File: config.mk
export PLATFORM = sky130hd
export DESIGN_NAME = dma_chan
export DESIGN_NICKNAME = d
export VERILOG_FILES = /design/src/rtl/dma_chan_pkg.sv /design/src/rtl/dma_chan_cfg.sv /design/src/rtl/dma_chan_walk.sv /design/src/rtl/dma_chan_seq.sv /design/src/rtl/dma_chan.sv
export SDC_FILE = /design/constraint.sdc
export NUM_CORES = 1
export LEC_CHECK = 0
export ABC_AREA = 1
export ABC_CLOCK_PERIOD_IN_PS = 1990
export BUFFER_PORTS_ARGS = -buffer_cell sky130_fd_sc_hd__buf_2
export CAP_MARGIN = 0
export CORE_UTILIZATION = 57
export DETAILED_ROUTE_END_ITERATION = 7
export MAX_ROUTING_LAYER = met4
export PLACE_DENSITY = 0.8
export SYNTH_ARGS = -nofsm -noshare
export SYNTH_HDL_FRONTEND = slang
export SYNTH_SLANG_ARGS = --single-unit
File: constraint.sdc
create_clock -name clk -period 1.99 [get_ports clk]
set_input_delay 0.2985 -clock clk [delete_from_list [all_inputs] [get_ports clk]]
set_output_delay 0.2985 -clock clk [all_outputs]
set_load 0.01 [all_outputs]
File: src/rtl/dma_chan_pkg.sv
package dma_chan_pkg;
  localparam int AW = 12;
  localparam int DW = 8;
  localparam int HW = AW - DW;
  localparam int SW = 3;

  typedef enum logic [2:0] {ST_IDLE, ST_REQ, ST_RD, ST_WR, ST_FIN} st_t;

  localparam logic [SW-1:0] SEL_CTRL  = 3'd0;
  localparam logic [SW-1:0] SEL_IO    = 3'd1;
  localparam logic [SW-1:0] SEL_START = 3'd2;
  localparam logic [SW-1:0] SEL_END   = 3'd3;
  localparam logic [SW-1:0] SEL_HIGH  = 3'd4;

  localparam int B_EN   = 0;
  localparam int B_DIR  = 1;
  localparam int B_WORD = 2;
  localparam int B_IE   = 3;
  localparam int B_SP   = 4;
  localparam int CTRL_W = 5;

  // next current address once a transfer has finished
  function automatic logic [AW-1:0] addr_after(input logic [AW-1:0] cur,
                                               input logic [AW-1:0] endv,
                                               input logic [AW-1:0] start,
                                               input logic word);
    if (cur == endv) return start;
    return cur + (word ? AW'(2) : AW'(1));
  endfunction

  // peripheral-side address for the byte currently being moved
  function automatic logic [AW-1:0] periph_addr(input logic [HW-1:0] page,
                                                input logic [DW-1:0] io,
                                                input logic word,
                                                input logic hi);
    if (word) return {page, io[DW-1:1], hi};
    return {page, io};
  endfunction
endpackage

File: src/rtl/dma_chan_cfg.sv
module dma_chan_cfg
  import dma_chan_pkg::*;
(
  input  logic              clk,
  input  logic              rst_n,
  input  logic              wr,
  input  logic [SW-1:0]     sel,
  input  logic [DW-1:0]     wdata,
  input  logic              clr_en,
  output logic [DW-1:0]     rdata,
  output logic [CTRL_W-1:0] ctrl,
  output logic [DW-1:0]     io,
  output logic [AW-1:0]     start,
  output logic [AW-1:0]     endv,
  output logic              ld
);
  logic [DW-1:0] st_lo, end_lo, hi_q;

  always_ff @(posedge clk) begin
    if (!rst_n) begin
      ctrl   <= '0;
      io     <= '0;
      st_lo  <= '0;
      end_lo <= '0;
      hi_q   <= '0;
      ld     <= 1'b0;
    end else begin
      ld <= 1'b0;
      if (wr) begin
        case (sel)
          SEL_CTRL:  ctrl <= wdata[CTRL_W-1:0];
          SEL_IO:    io <= wdata;
          SEL_START: begin st_lo <= wdata; ld <= !ctrl[B_EN]; end
          SEL_END:   end_lo <= wdata;
          SEL_HIGH:  begin hi_q <= wdata; ld <= !ctrl[B_EN]; end
          default: ;
        endcase
      end
      if (clr_en) ctrl[B_EN] <= 1'b0;
    end
  end

  assign start = {hi_q[HW-1:0], st_lo};
  assign endv  = {hi_q[DW-1:DW-HW], end_lo};

  always_comb begin
    case (sel)
      SEL_CTRL:  rdata = DW'(ctrl);
      SEL_IO:    rdata = io;
      SEL_START: rdata = st_lo;
      SEL_END:   rdata = end_lo;
      SEL_HIGH:  rdata = hi_q;
      default:   rdata = '0;
    endcase
  end
endmodule

File: src/rtl/dma_chan_walk.sv
module dma_chan_walk
  import dma_chan_pkg::*;
(
  input  logic          clk,
  input  logic          rst_n,
  input  logic          ld,
  input  logic          adv,
  input  logic          word,
  input  logic          hi,
  input  logic [AW-1:0] start,
  input  logic [AW-1:0] endv,
  output logic [AW-1:0] rf_addr,
  output logic          at_end
);
  logic [AW-1:0] cur;

  always_ff @(posedge clk) begin
    if (!rst_n)   cur <= '0;
    else if (ld)  cur <= start;
    else if (adv) cur <= addr_after(cur, endv, start, word);
  end

  assign at_end  = (cur == endv);
  assign rf_addr = cur + AW'(hi);
endmodule

File: src/rtl/dma_chan_seq.sv
module dma_chan_seq
  import dma_chan_pkg::*;
(
  input  logic clk,
  input  logic rst_n,
  input  logic en,
  input  logic trig,
  input  logic gnt,
  input  logic word,
  output st_t  st,
  output logic hi,
  output logic req,
  output logic fin
);
  logic pend;

  always_ff @(posedge clk) begin
    if (!rst_n) begin
      st   <= ST_IDLE;
      hi   <= 1'b0;
      pend <= 1'b0;
    end else begin
      case (st)
        ST_IDLE: if (en && (trig || pend)) st <= ST_REQ;
        ST_REQ:  if (gnt) st <= ST_RD;
        ST_RD:   st <= ST_WR;
        ST_WR:   if (word && !hi) begin hi <= 1'b1; st <= ST_RD; end
                 else st <= ST_FIN;
        ST_FIN:  begin hi <= 1'b0; st <= ST_IDLE; end
        default: st <= ST_IDLE;
      endcase
      if (!en || st == ST_IDLE) pend <= 1'b0;
      else if (trig)            pend <= 1'b1;
    end
  end

  assign req = (st == ST_REQ) || (st == ST_RD) || (st == ST_WR);
  assign fin = (st == ST_FIN);
endmodule

File: src/rtl/dma_chan.sv
module dma_chan
  import dma_chan_pkg::*;
#(
  parameter logic [HW-1:0] PAGE = 4'hF
) (
  input  logic          clk,
  input  logic          rst_n,
  input  logic          cfg_wr,
  input  logic [SW-1:0] cfg_sel,
  input  logic [DW-1:0] cfg_wdata,
  output logic [DW-1:0] cfg_rdata,
  input  logic          trig,
  output logic          bus_req,
  input  logic          bus_gnt,
  output logic [AW-1:0] mem_addr,
  output logic          mem_rd,
  output logic          mem_wr,
  output logic [DW-1:0] mem_wdata,
  input  logic [DW-1:0] mem_rdata,
  output logic          irq
);
  logic [CTRL_W-1:0] ctrl;
  logic [DW-1:0]     io;
  logic [AW-1:0]     start, endv, rf_addr, p_addr;
  logic              ld, at_end, hi, fin_evt, done_evt, clr_en, use_periph;
  logic              en_w, dir_w, word_w, sp_w;
  st_t               st;

  assign en_w   = ctrl[B_EN];
  assign dir_w  = ctrl[B_DIR];
  assign word_w = ctrl[B_WORD];
  assign sp_w   = ctrl[B_SP];

  dma_chan_cfg u_cfg (
    .clk(clk), .rst_n(rst_n), .wr(cfg_wr), .sel(cfg_sel), .wdata(cfg_wdata),
    .clr_en(clr_en), .rdata(cfg_rdata), .ctrl(ctrl), .io(io),
    .start(start), .endv(endv), .ld(ld)
  );

  dma_chan_seq u_seq (
    .clk(clk), .rst_n(rst_n), .en(en_w), .trig(trig), .gnt(bus_gnt),
    .word(word_w), .st(st), .hi(hi), .req(bus_req), .fin(fin_evt)
  );

  dma_chan_walk u_walk (
    .clk(clk), .rst_n(rst_n), .ld(ld), .adv(fin_evt), .word(word_w), .hi(hi),
    .start(start), .endv(endv), .rf_addr(rf_addr), .at_end(at_end)
  );

  assign done_evt   = fin_evt && at_end;
  assign clr_en     = done_evt && sp_w;
  assign irq        = done_evt && ctrl[B_IE];

  assign mem_rd     = (st == ST_RD);
  assign mem_wr     = (st == ST_WR);
  assign use_periph = mem_rd ^ dir_w;
  assign p_addr     = periph_addr(PAGE, io, word_w, hi);
  assign mem_addr   = (mem_rd || mem_wr) ? (use_periph ? p_addr : rf_addr) : '0;
  assign mem_wdata  = mem_wr ? mem_rdata : '0;
endmodule

# Word-level counts from Yosys, hierarchy flattened
# Cells that the tools add are included.
# W data, S select, Z words.
[word_totals]
latchBits = 0
n_memories = 0
elab_cells = 76
ram_bits = 0
out_inout_bits = 32
register_bits = 55
in_bits = 24
rom_bits = 0
[classes]
n_addsub = 2
n_mul = 0
n_mux = 22
div_mod_pow = 0
n_lt_le_gt_ge = 0
reduce_logical = 27
shift = 0
bitwise = 2
n_eq_ne = 12
[ops]
columns = ["cell", "count"]
rows = [
  ["$mux W12", 8],
  ["$pmux W8 S5", 1],
  ["$reduce_and A2 Y1", 7],
  ["$add A12 B1 Y12", 1],
  ["$add A12 B12 Y12", 1],
  ["$eq A12 B12 Y1", 1],
  ["$eq A3 B2 Y1 const B", 4],
  ["$pmux W3 S4", 1],
  ["$mux W3", 3],
  ["$mux W8", 1],
  ["$eq A3 B1 Y1 const B", 2],
  ["$eq A3 B3 Y1 const B", 2],
  ["$logic_not A3 Y1", 2],
  ["$mux W1", 6],
  ["$reduce_or A2 Y1", 3],
  ["$logic_and A1 B1 Y1", 5],
  ["$logic_or A1 B1 Y1", 5],
  ["$ne A2 B1 Y1 const B", 2],
  ["$reduce_bool A2 Y1", 2],
  ["$reduce_and A3 Y1", 1],
  ["$logic_not A1 Y1", 2],
  ["$mux W2", 1],
  ["$ne A2 B2 Y1 const B", 1],
  ["$pmux W1 S2", 1],
  ["other kinds (2)", 2],
]

# Longest topological paths before layout
# Gate-level depths: netlist of run 1.
[logic_depth]
ltp_word = 8
mapped_depth = 12
depth_no_buf = 11

# By module
# A second synthesis of run 1 with hierarchy kept.
[unflattened]
cells_unflattened = 646
hier_area_um2 = 3933.8
[by_module_without_submodules]
columns = ["mod", "area_each_um2", "seq_area_each_um2", "instances", "cells_per_inst"]
rows = [
  ["dma_chan_cfg", 1916.8, 760.7, 1, 301],
  ["dma_chan_walk", 1396.3, 240.2, 1, 223],
  ["dma_chan", 380.4, 0.0, 1, 86],
  ["dma_chan_seq", 240.2, 100.1, 1, 36],
]

# Least setup slack after synthesis of run 1
# No wires, ideal clock.
[synth_path]
path_type = "register -> register"
from = "reg u_cfg.ctrl[2]"
to = "reg u_walk.cur[6]"
n_path_buf = 0
stages_incl_launch_ff = 12
path_slack_ns = 0.165
required_ns = 1.851
setup_ns = 0.139
arrival_time_ns = 1.686
synth_period_minus_slack_ns = 1.825
cell_sequence = "dfxtp_1 inv_1 ha_1 inv_1 fa_1 nor2_2 nand2_1 xor2_1 inv_1 nand3_2 nand3_2 a21oi_2"
[synth_via]
elab_chain_cells = 5
[synth_lines]
columns = ["item", "line", "source"]
rows = [
  ["start: declaration", "dma_chan_cfg.sv:11", "output logic [CTRL_W-1:0] ctrl,"],
  ["start signal: assignment", "dma_chan_cfg.sv:31", "SEL_CTRL: ctrl <= wdata[CTRL_W-1:0];"],
  ["$mux W2", "dma_chan_pkg.sv:28", "return cur + (word ? AW'(2) : AW'(1));"],
  ["$add A12 B12 Y12", "dma_chan_pkg.sv:28", ""],
  ["$mux W12", "dma_chan_pkg.sv:28", ""],
  ["$mux W12", "dma_chan_walk.sv:20", "else if (adv) cur <= addr_after(cur, endv, start, word);"],
  ["$mux W12", "dma_chan_walk.sv:19", "else if (ld) cur <= start;"],
  ["end signal: assignment", "dma_chan_walk.sv:19", ""],
  ["end signal: assignment", "dma_chan_walk.sv:20", ""],
  ["end: declaration", "dma_chan_walk.sv:15", "logic [AW-1:0] cur;"],
]
# No other way between the ends. The select of a mux whose other input is x is not followed.
# A chain may end at the register's enable or synchronous reset.

# Worst setup path after layout of run 1
[layout_path]
from = "reg u_seq.st[2]"
to = "out mem_addr[3]"
[layout_via]
elab_chain_cells = 4
elab_cells_between_ends = 6
cone_classes = "eq/ne (2); mux (2); bitwise (1); reduce/logical (1)"
[layout_lines]
columns = ["item", "line", "source"]
rows = [
  ["start: declaration", "dma_chan_seq.sv:10", "output st_t st,"],
  ["start signal: assignment", "dma_chan_seq.sv:19", "st <= ST_IDLE;"],
  ["start signal: assignment", "dma_chan_seq.sv:24", "ST_IDLE: if (en && (trig || pend)) st <= ST_REQ;"],
  ["start signal: assignment", "dma_chan_seq.sv:25", "ST_REQ: if (gnt) st <= ST_RD;"],
  ["$eq A3 B2 Y1", "dma_chan.sv:54", "assign mem_rd = (st == ST_RD);"],
  ["$xor A1 B1 Y1", "dma_chan.sv:56", "assign use_periph = mem_rd ^ dir_w;"],
  ["$mux W12", "dma_chan.sv:58", "assign mem_addr = (mem_rd || mem_wr) ? (use_periph ? p_addr : rf_addr) : '0;"],
  ["$mux W12 (*)", "dma_chan.sv:58", ""],
  ["end: declaration", "dma_chan.sv:15", "output logic [AW-1:0] mem_addr,"],
]
# Mark *: on every way between the ends. The rest lies on a longest branch, timed or not.

==> results of run 1 <==
-- worst max path at each step --
stage                   from       endpoint  slack (ns)  cells after the start
2_1_floorplan  u_cfg.ctrl[2]  u_walk.cur[6]        0.17                     11
3_3_place_gp   u_cfg.ctrl[2]  u_walk.cur[6]        0.17                     11
3_5_place_dp   u_cfg.ctrl[2]  u_walk.cur[8]        0.10                     10
4_1_cts        u_walk.cur[0]    mem_addr[7]      -0.005                      7
5_1_grt          u_seq.st[0]    mem_addr[3]       -0.08                      9
6_report         u_seq.st[2]    mem_addr[3]      0.0003                      9
-- placed cells by master (no fill, tap or decap), drive strengths merged, types with 2 or more instances in the layout --
cell type / instances
nand2: 115
inv: 79
buf: 72
dfxtp: 55
nor2: 54
o21ai: 53
a21oi: 48
nand3: 34
xor2: 9
o22ai: 7
nor3: 7
xnor2: 6
clkbuf: 6
a221oi: 4
ha: 4
a221o: 3
nand4: 3
a211oi: 3
clkinv: 2
-- through the flow --
stage / instance area [um2] / setup TNS [ns] / instances
CTS: 3960 / -0.00526 / 636
finish: 4110 / 0 / 642
global route: 4110 / -0.512 / 642
floorplan: 3450 / 0 / 505
global placement: 3770 / 0 / 625
detailed placement: 3770 / 0 / 625
-- synth_stat cells, types with 2 or more instances --
master    count  area, um2
a211oi_1      3       22.5
a21oi_1      39        195
a21oi_2       9       78.8
a221o_1       3       30.0
a221oi_1      4       35.0
buf_2         4       20.0
buf_6         4       45.0
clkbuf_1      5       18.8
dfxtp_1      55       1100
ha_1          4       50.1
inv_1        73        274
inv_2         6       22.5
nand2_1     101        379
nand2_2      11       68.8
nand3_1      19       95.1
nand3_2      14        140
nand4_1       3       18.8
nor2_1       46        173
nor2_2        6       37.5
nor2_4        2       22.5
nor3_1        5       25.0
o21ai_0      51        255
o22ai_1       7       43.8
xnor2_1       5       43.8
xor2_1        9       78.8
-- flip-flops by register name (all words and copies together), names as in the netlist --
signal / count
u_cfg.ctrl: 5
u_cfg.io: 8
u_cfg.hi_q: 8
u_cfg.ld: 1
u_seq.hi: 1
u_cfg.st_lo: 8
u_seq.st: 3
u_seq.pend: 1
u_cfg.end_lo: 8
u_walk.cur: 12
-- per-layer routing --
layer | up-vias | track usage [%]
met5 | - | -
met4 | 0 | 7.50
met3 | 13 | 3.54
met2 | 148 | 49.1
met1 | 1669 | 41.6
li1 | 1771 | -
-- final cells by class --
type / instances / area, um2
multi-input cells: 355 / 2070
fillers: 472 / 1570
flip-flops and latches: 55 / 1130
repair buffers: 72 / 407
inverters: 81 / 313
well taps: 72 / 90.1
clock buffers: 6 / 72.6
clock inverters: 1 / 30.0
-- power groups by stage --
stage          sequential [mW]  combinational (mW)  clock [mW]
2_1_floorplan             1.18               0.383           0
3_3_place_gp              1.19               0.454           0
3_5_place_dp              1.19               0.461           0
4_1_cts                   1.17               0.469       0.727
5_1_grt                   1.17               0.558       0.779
6_report                  1.17               0.511       0.722
-- critical path: cells and delay by family (launching register included) --
family | cells | cell delay (ns)
compound gates | 2 | 0.27
buf+inv | 3 | 0.27
flops | 1 | 0.38
simple gates | 4 | 0.45
-- logic make-up (layout without fill, tap and decap cells) --
group,count (synthesis),after routing,synth area share [%]
AND/OR/NAND/NOR,211,213,29.4
adder cells (fa/ha/maj),5,5,2.03
buffers and inverters,97,160,12.2
AO/OA/AOI/OAI,122,122,20.4
flip-flops,55,55,31.9
XOR/XNOR,15,15,4.03
-- repair_timing --
| action | 4_1_cts | 5_1_grt |
|---|---|---|
| pin swaps | 4 | 9 |
| resized for setup | 21 | 33 |
| setup endpoints to repair | 13 | 15 |
| setup buffers | 3 | 5 |
| cloned | 1 | 1 |
==> flow_metrics.py, run 1 <==
metrics = {
    "run_status": {
        "run_status": "completed",
    },
    "route": {
        "drc": 0,
        "wl_met3_um": 639,
        "routed_via_density": 5.61,
        "m1WireLength_um": 4410,
        "drc_marker_count_from_the_first_detailed_route_iteration": 364,
        "dr_total_vias": 3601,
        "drt_first_pass_iters": 5,
        "highest_layer": "met4",
        "routed_wirelength_um": 9530,
        "met2_length_um": 4360,
        "drt.antenna.violating_nets": 0,
        "wl_per_cell_um": 14.8,
    },
    "placement": {
        "place_hpwl_um": 6760,
        "dpl_worst_slack_ns": 0.103,
        "routability_cong": 0.903,
        "port_buffers": 55,
    },
    "cells_and_area": {
        "antenna_cells": 0,
        "final_layout_size_suffix_gt1_share_pct": 28.8,
        "post_layout_util_pct": 72.4,
        "synthToLayoutAreaGrowth_pct": 19.2,
        "nNetsFinal": 599,
    },
    "pwr": {
        "max-vdd-ir-drop_mv": 0.421,
        "netSwitchingFraction_pct": 29.8,
        "comb_power_share_pct": 21.3,
        "power.internal_mw": 1.69,
        "total_power_mw": 2.40,
        "total_leakage_power_nw": 1.85,
        "cellPowerDensity_mw_per_mm2": 584,
        "power_frac_seq_pct": 48.7,
        "share_clk_of_total_power_pct": 30.0,
        "netSwitchingPower_mw": 0.715,
    },
    "critical_path": {
        "cp_cell_sequence": "nor2_4 > inv_2 > nor2_4 > inv_4 > nand2_8 > nand2_8 > o21ai_0 > a21oi_1 > buf_2",
        "critical-path-max-stage-delay_ns": 0.38,
        "worstReg2RegEnd": "u_walk.cur[8]",
        "crit_path_category": "reg -> out",
        "setup.worst_path.start_class": "flop",
        "regToRegStartpoint": "u_walk.cur[0]",
        "timing.critical_path.to_type": "output port",
        "critical_path.slowest_cell": "dfxtp_4",
        "rrSetupSlack_ns": 0.15,
        "ff2ff_path_depth": 10,
        "crit_path_max_fanout": 5,
        "worst_ep_arrival_time_ns": 1.69,
        "cp.required_ns": 1.69,
    },
    "cts": {
        "num_cts_buffers": 5,
        "post_cts_hold_buffer_count": 0,
        "cts_max_path_buffers": 2,
        "cts_tree": "built",
        "clk_pin_slew_worst_paths_ns": 0.09,
        "clock-sinks": 55,
        "htree_levels": 2,
        "clock_latency_at_the_later_pin_of_the_worst_skew_pair_ns": 0.31,
        "ctsRootBufferMaster": "clkbuf_8",
    },
    "timing": {
        "grt_setup_unrepaired": "yes",
        "drv_slew": 0,
        "final-setup-viol-count": 0,
        "max_freq_ghz": 0.503,
        "finalCritPeriodShare_pct": 100,
        "finalHoldViolations": 0,
        "slew_headroom_pct": 53.3,
        "worst_hold_slack_ns": 0.284,
        "fin_skew_ns": 0.00374,
        "fin_worst_setup_slack_ns": 0.000259,
        "period_needed_ns": 1.99,
        "tightest_slew_ns": 0.696,
    },
    "yosys": {
        "post_synth_inst_count": 505,
        "seq_area_frac_synth_pct": 31.9,
        "async_flop_share_pct": 0,
        "synth.cell_area_mm2": 0.00345,
        "synth.avg_cell_area_um2": 6.83,
        "synth_cell_types": 42,
        "ys_ff_latch": 55,
        "synthesis.nets": 534,
        "number_of_enable_flip_flop_cells_after_synthesis": 0,
        "synth-main-ff-cell": "dfxtp_1",
        "yosys_warnings": 0,
    },
    "run": {
        "max_cap_violations": 0,
    },
    "grt": {
        "largest_net_degree_at_the_start_of_global_routing": 23,
        "grt-ovfl-total": 0,
        "number_of_global_route_vias_before_repair": 3096,
        "antenna_found_initial": 0,
        "grt_first_pass_wirelength_um": 14700,
        "track_usage_pct": 30.7,
    },
    "floorplan": {
        "design.die.area_mm2": 0.00637,
        "floorplan.die.height_um": 79.8,
        "top_level_ports": 56,
        "die_w_um": 79.8,
        "placementRows": 27,
        "starting_density_of_the_core_pct": 60.8,
        "core-area_mm2": 0.00568,
    },
    "hold_path": {
        "worst_hold_startpoint": "cfg_wdata[6]",
        "worst_hold_endpoint": "u_cfg.io[6]",
        "timing.hold.worst_path_depth": 3,
        "worst_hold_path_type": "in -> reg",
    },
}
Power figures use the tool's default switching activity.
==> run 2: changes to the inputs <==
Settings changed: BUFFER_PORTS_ARGS -buffer_cell sky130_fd_sc_hd__buf_2 to default, CORE_MARGIN from default to 2, CORE_UTILIZATION 57 to 60, DONT_BUFFER_PORTS from default to 1, PLACE_DENSITY 0.8 to 0.76, RECOVER_POWER from default to 100.
==> run 2 against run 1 <==
Compared with the run above: clock skew up 0.0066 ns; die area about the same; highest routed layer unchanged; critical endpoint is now mem_addr[4]; power up 0.26%; critical path type unchanged.
==> flow_metrics.py, run 2 (synthesis gave the netlist of run 1 again) <==
metrics = {
    "floorplan": {
        "design.die.area_mm2": 0.00637,
        "placementRows": 27,
        "starting_density_of_the_core_pct": 62.3,
        "top_level_ports": 56,
        "floorplan.die.height_um": 79.8,
        "die_w_um": 79.8,
        "core-area_mm2": 0.00554,
    },
    "cts": {
        "post_cts_hold_buffer_count": 0,
        "cts_max_path_buffers": 2,
        "clk_pin_slew_worst_paths_ns": 0.11,
        "num_cts_buffers": 5,
        "cts_tree": "built",
        "clock_latency_at_the_later_pin_of_the_worst_skew_pair_ns": 0.32,
        "clock-sinks": 55,
        "htree_levels": 2,
        "ctsRootBufferMaster": "clkbuf_8",
    },
    "timing": {
        "finalCritPeriodShare_pct": 97.5,
        "grt_setup_unrepaired": "yes",
        "tightest_slew_ns": 0.715,
        "fin_skew_ns": 0.0103,
        "final-setup-viol-count": 0,
        "period_needed_ns": 1.94,
        "finalHoldViolations": 0,
        "drv_slew": 0,
        "max_freq_ghz": 0.515,
        "setup_tns_ns": 0,
        "slew_headroom_pct": 52.3,
    },
    "hold_path": {
        "worst_hold_path_type": "in -> reg",
    },
    "grt": {
        "number_of_global_route_vias_before_repair": 3068,
        "track_usage_pct": 31.0,
        "antenna_found_initial": 0,
        "grt-ovfl-total": 0,
        "largest_net_degree_at_the_start_of_global_routing": 42,
        "grt_first_pass_wirelength_um": 14900,
    },
    "cells_and_area": {
        "most-common-layout-cells": "nand2_1 (98), inv_1 (70), o21ai_0 (45)",
        "final_common_cell": "nand2_1",
        "largest-register": "u_walk.cur",
        "nNetsFinal": 542,
        "antenna_cells": 0,
        "post_layout_util_pct": 69.6,
        "post-route-cell-area_mm2": 0.00386,
        "synthToLayoutAreaGrowth_pct": 11.9,
        "final_layout_size_suffix_gt1_share_pct": 21.8,
        "final_cell_count_no_fill": 586,
        "n_fill_cell": 470,
        "largest_register_ff_count": 12,
    },
    "critical_path": {
        "crit_path_category": "reg -> out",
        "crit_path_max_fanout": 8,
        "cp.required_ns": 1.69,
        "timing.critical_path.to_type": "output port",
        "critPathBufInv": 2,
        "cp_cell_sequence": "nand2_1 > inv_1 > nand2_2 > xor2_1 > a211oi_2 > buf_4",
        "critical_path.slowest_cell": "dfxtp_4",
        "critical-path-max-stage-delay_ns": 0.43,
        "worst_ep_arrival_time_ns": 1.64,
        "crit_family": "flip-flops",
        "setup.worst_path.start_class": "flop",
    },
    "route": {
        "drt_first_pass_iters": 5,
        "routed_via_density": 5.73,
        "drc": 0,
        "dr_total_vias": 3358,
        "drc_marker_count_from_the_first_detailed_route_iteration": 347,
        "wl_per_cell_um": 16.2,
        "routed_wirelength_um": 9490,
        "drt.antenna.violating_nets": 0,
    },
    "placement": {
        "routability_cong": 0.879,
        "dp.cells": 572,
        "placed_area_mm2": 0.00351,
        "port_buffers": 0,
        "place_hpwl_um": 6700,
    },
    "pwr": {
        "max-vdd-ir-drop_mv": 0.392,
        "cellPowerDensity_mw_per_mm2": 624,
        "total_leakage_power_nw": 1.57,
    },
    "run_status": {
        "run_status": "completed",
    },
    "run": {
        "max_cap_violations": 0,
    },
}
==> run 2: cell type report <==
class | instances | area [um2] | share of cell area, %
Tap cell | 72 | 90.1 | 2.33
Clock buffer | 6 | 82.6 | 2.14
Multi-Input combinational cell | 355 | 2100 | 54.4
Clock inverter | 2 | 38.8 | 1.01
Inverter | 81 | 310 | 8.04
Sequential cell | 55 | 1130 | 29.2
Timing Repair Buffer | 15 | 109 | 2.82
==> run 2: final timing paths <==
kind	start	slack, ns	end	cells after the start
max	u_walk.cur[2]	0.05	mem_addr[4]	6
min	rst_n	0.1	u_walk.cur[2]	2
max reg2reg	u_walk.cur[0]	0.15	u_walk.cur[6]	11
min reg2reg	u_cfg.hi_q[3]	0.50	u_cfg.hi_q[3]	2
==> run 2: power breakdown <==
part / switching [mW] / internal [mW] / total, mW
Sequential: 0.0379 / 1.13 / 1.17
Combinational: 0.290 / 0.143 / 0.433
Clock: 0.392 / 0.415 / 0.807
Total: 0.720 / 1.69 / 2.41
==> run 2: repair_timing <==
| item | CTS | global route |
|---|---|---|
| gates cloned | 1 | 1 |
| setup buffers | 1 | 3 |
| pin swaps | 4 | 10 |
| setup endpoints to repair | 12 | 15 |
| gates resized for setup | 28 | 36 |
==> run 2: through the flow <==
stage | worst slack, ns | total power, mW | hold slack, ns
2_1_floorplan | 0.165 | 1.56 | 0.433
5_1_grt | -0.0294 | 2.51 | 0.0886
4_1_cts | 0.00627 | 2.40 | 0.0920
6_report | 0.0490 | 2.41 | 0.0953
3_3_place_gp | 0.170 | 1.60 | 0.426
3_5_place_dp | 0.0835 | 1.61 | 0.429
==> run 2: routing by layer <==
metal	routed length, um	up-vias	part of all wire [%]	global-route usage [%]
met5	0	-	0	-
met4	208	0	2.2	10.3
met3	786	19	8.3	4.07
met2	4260	158	45	47.5
met1	4240	1525	45	42.6
li1	-	1656	-	-
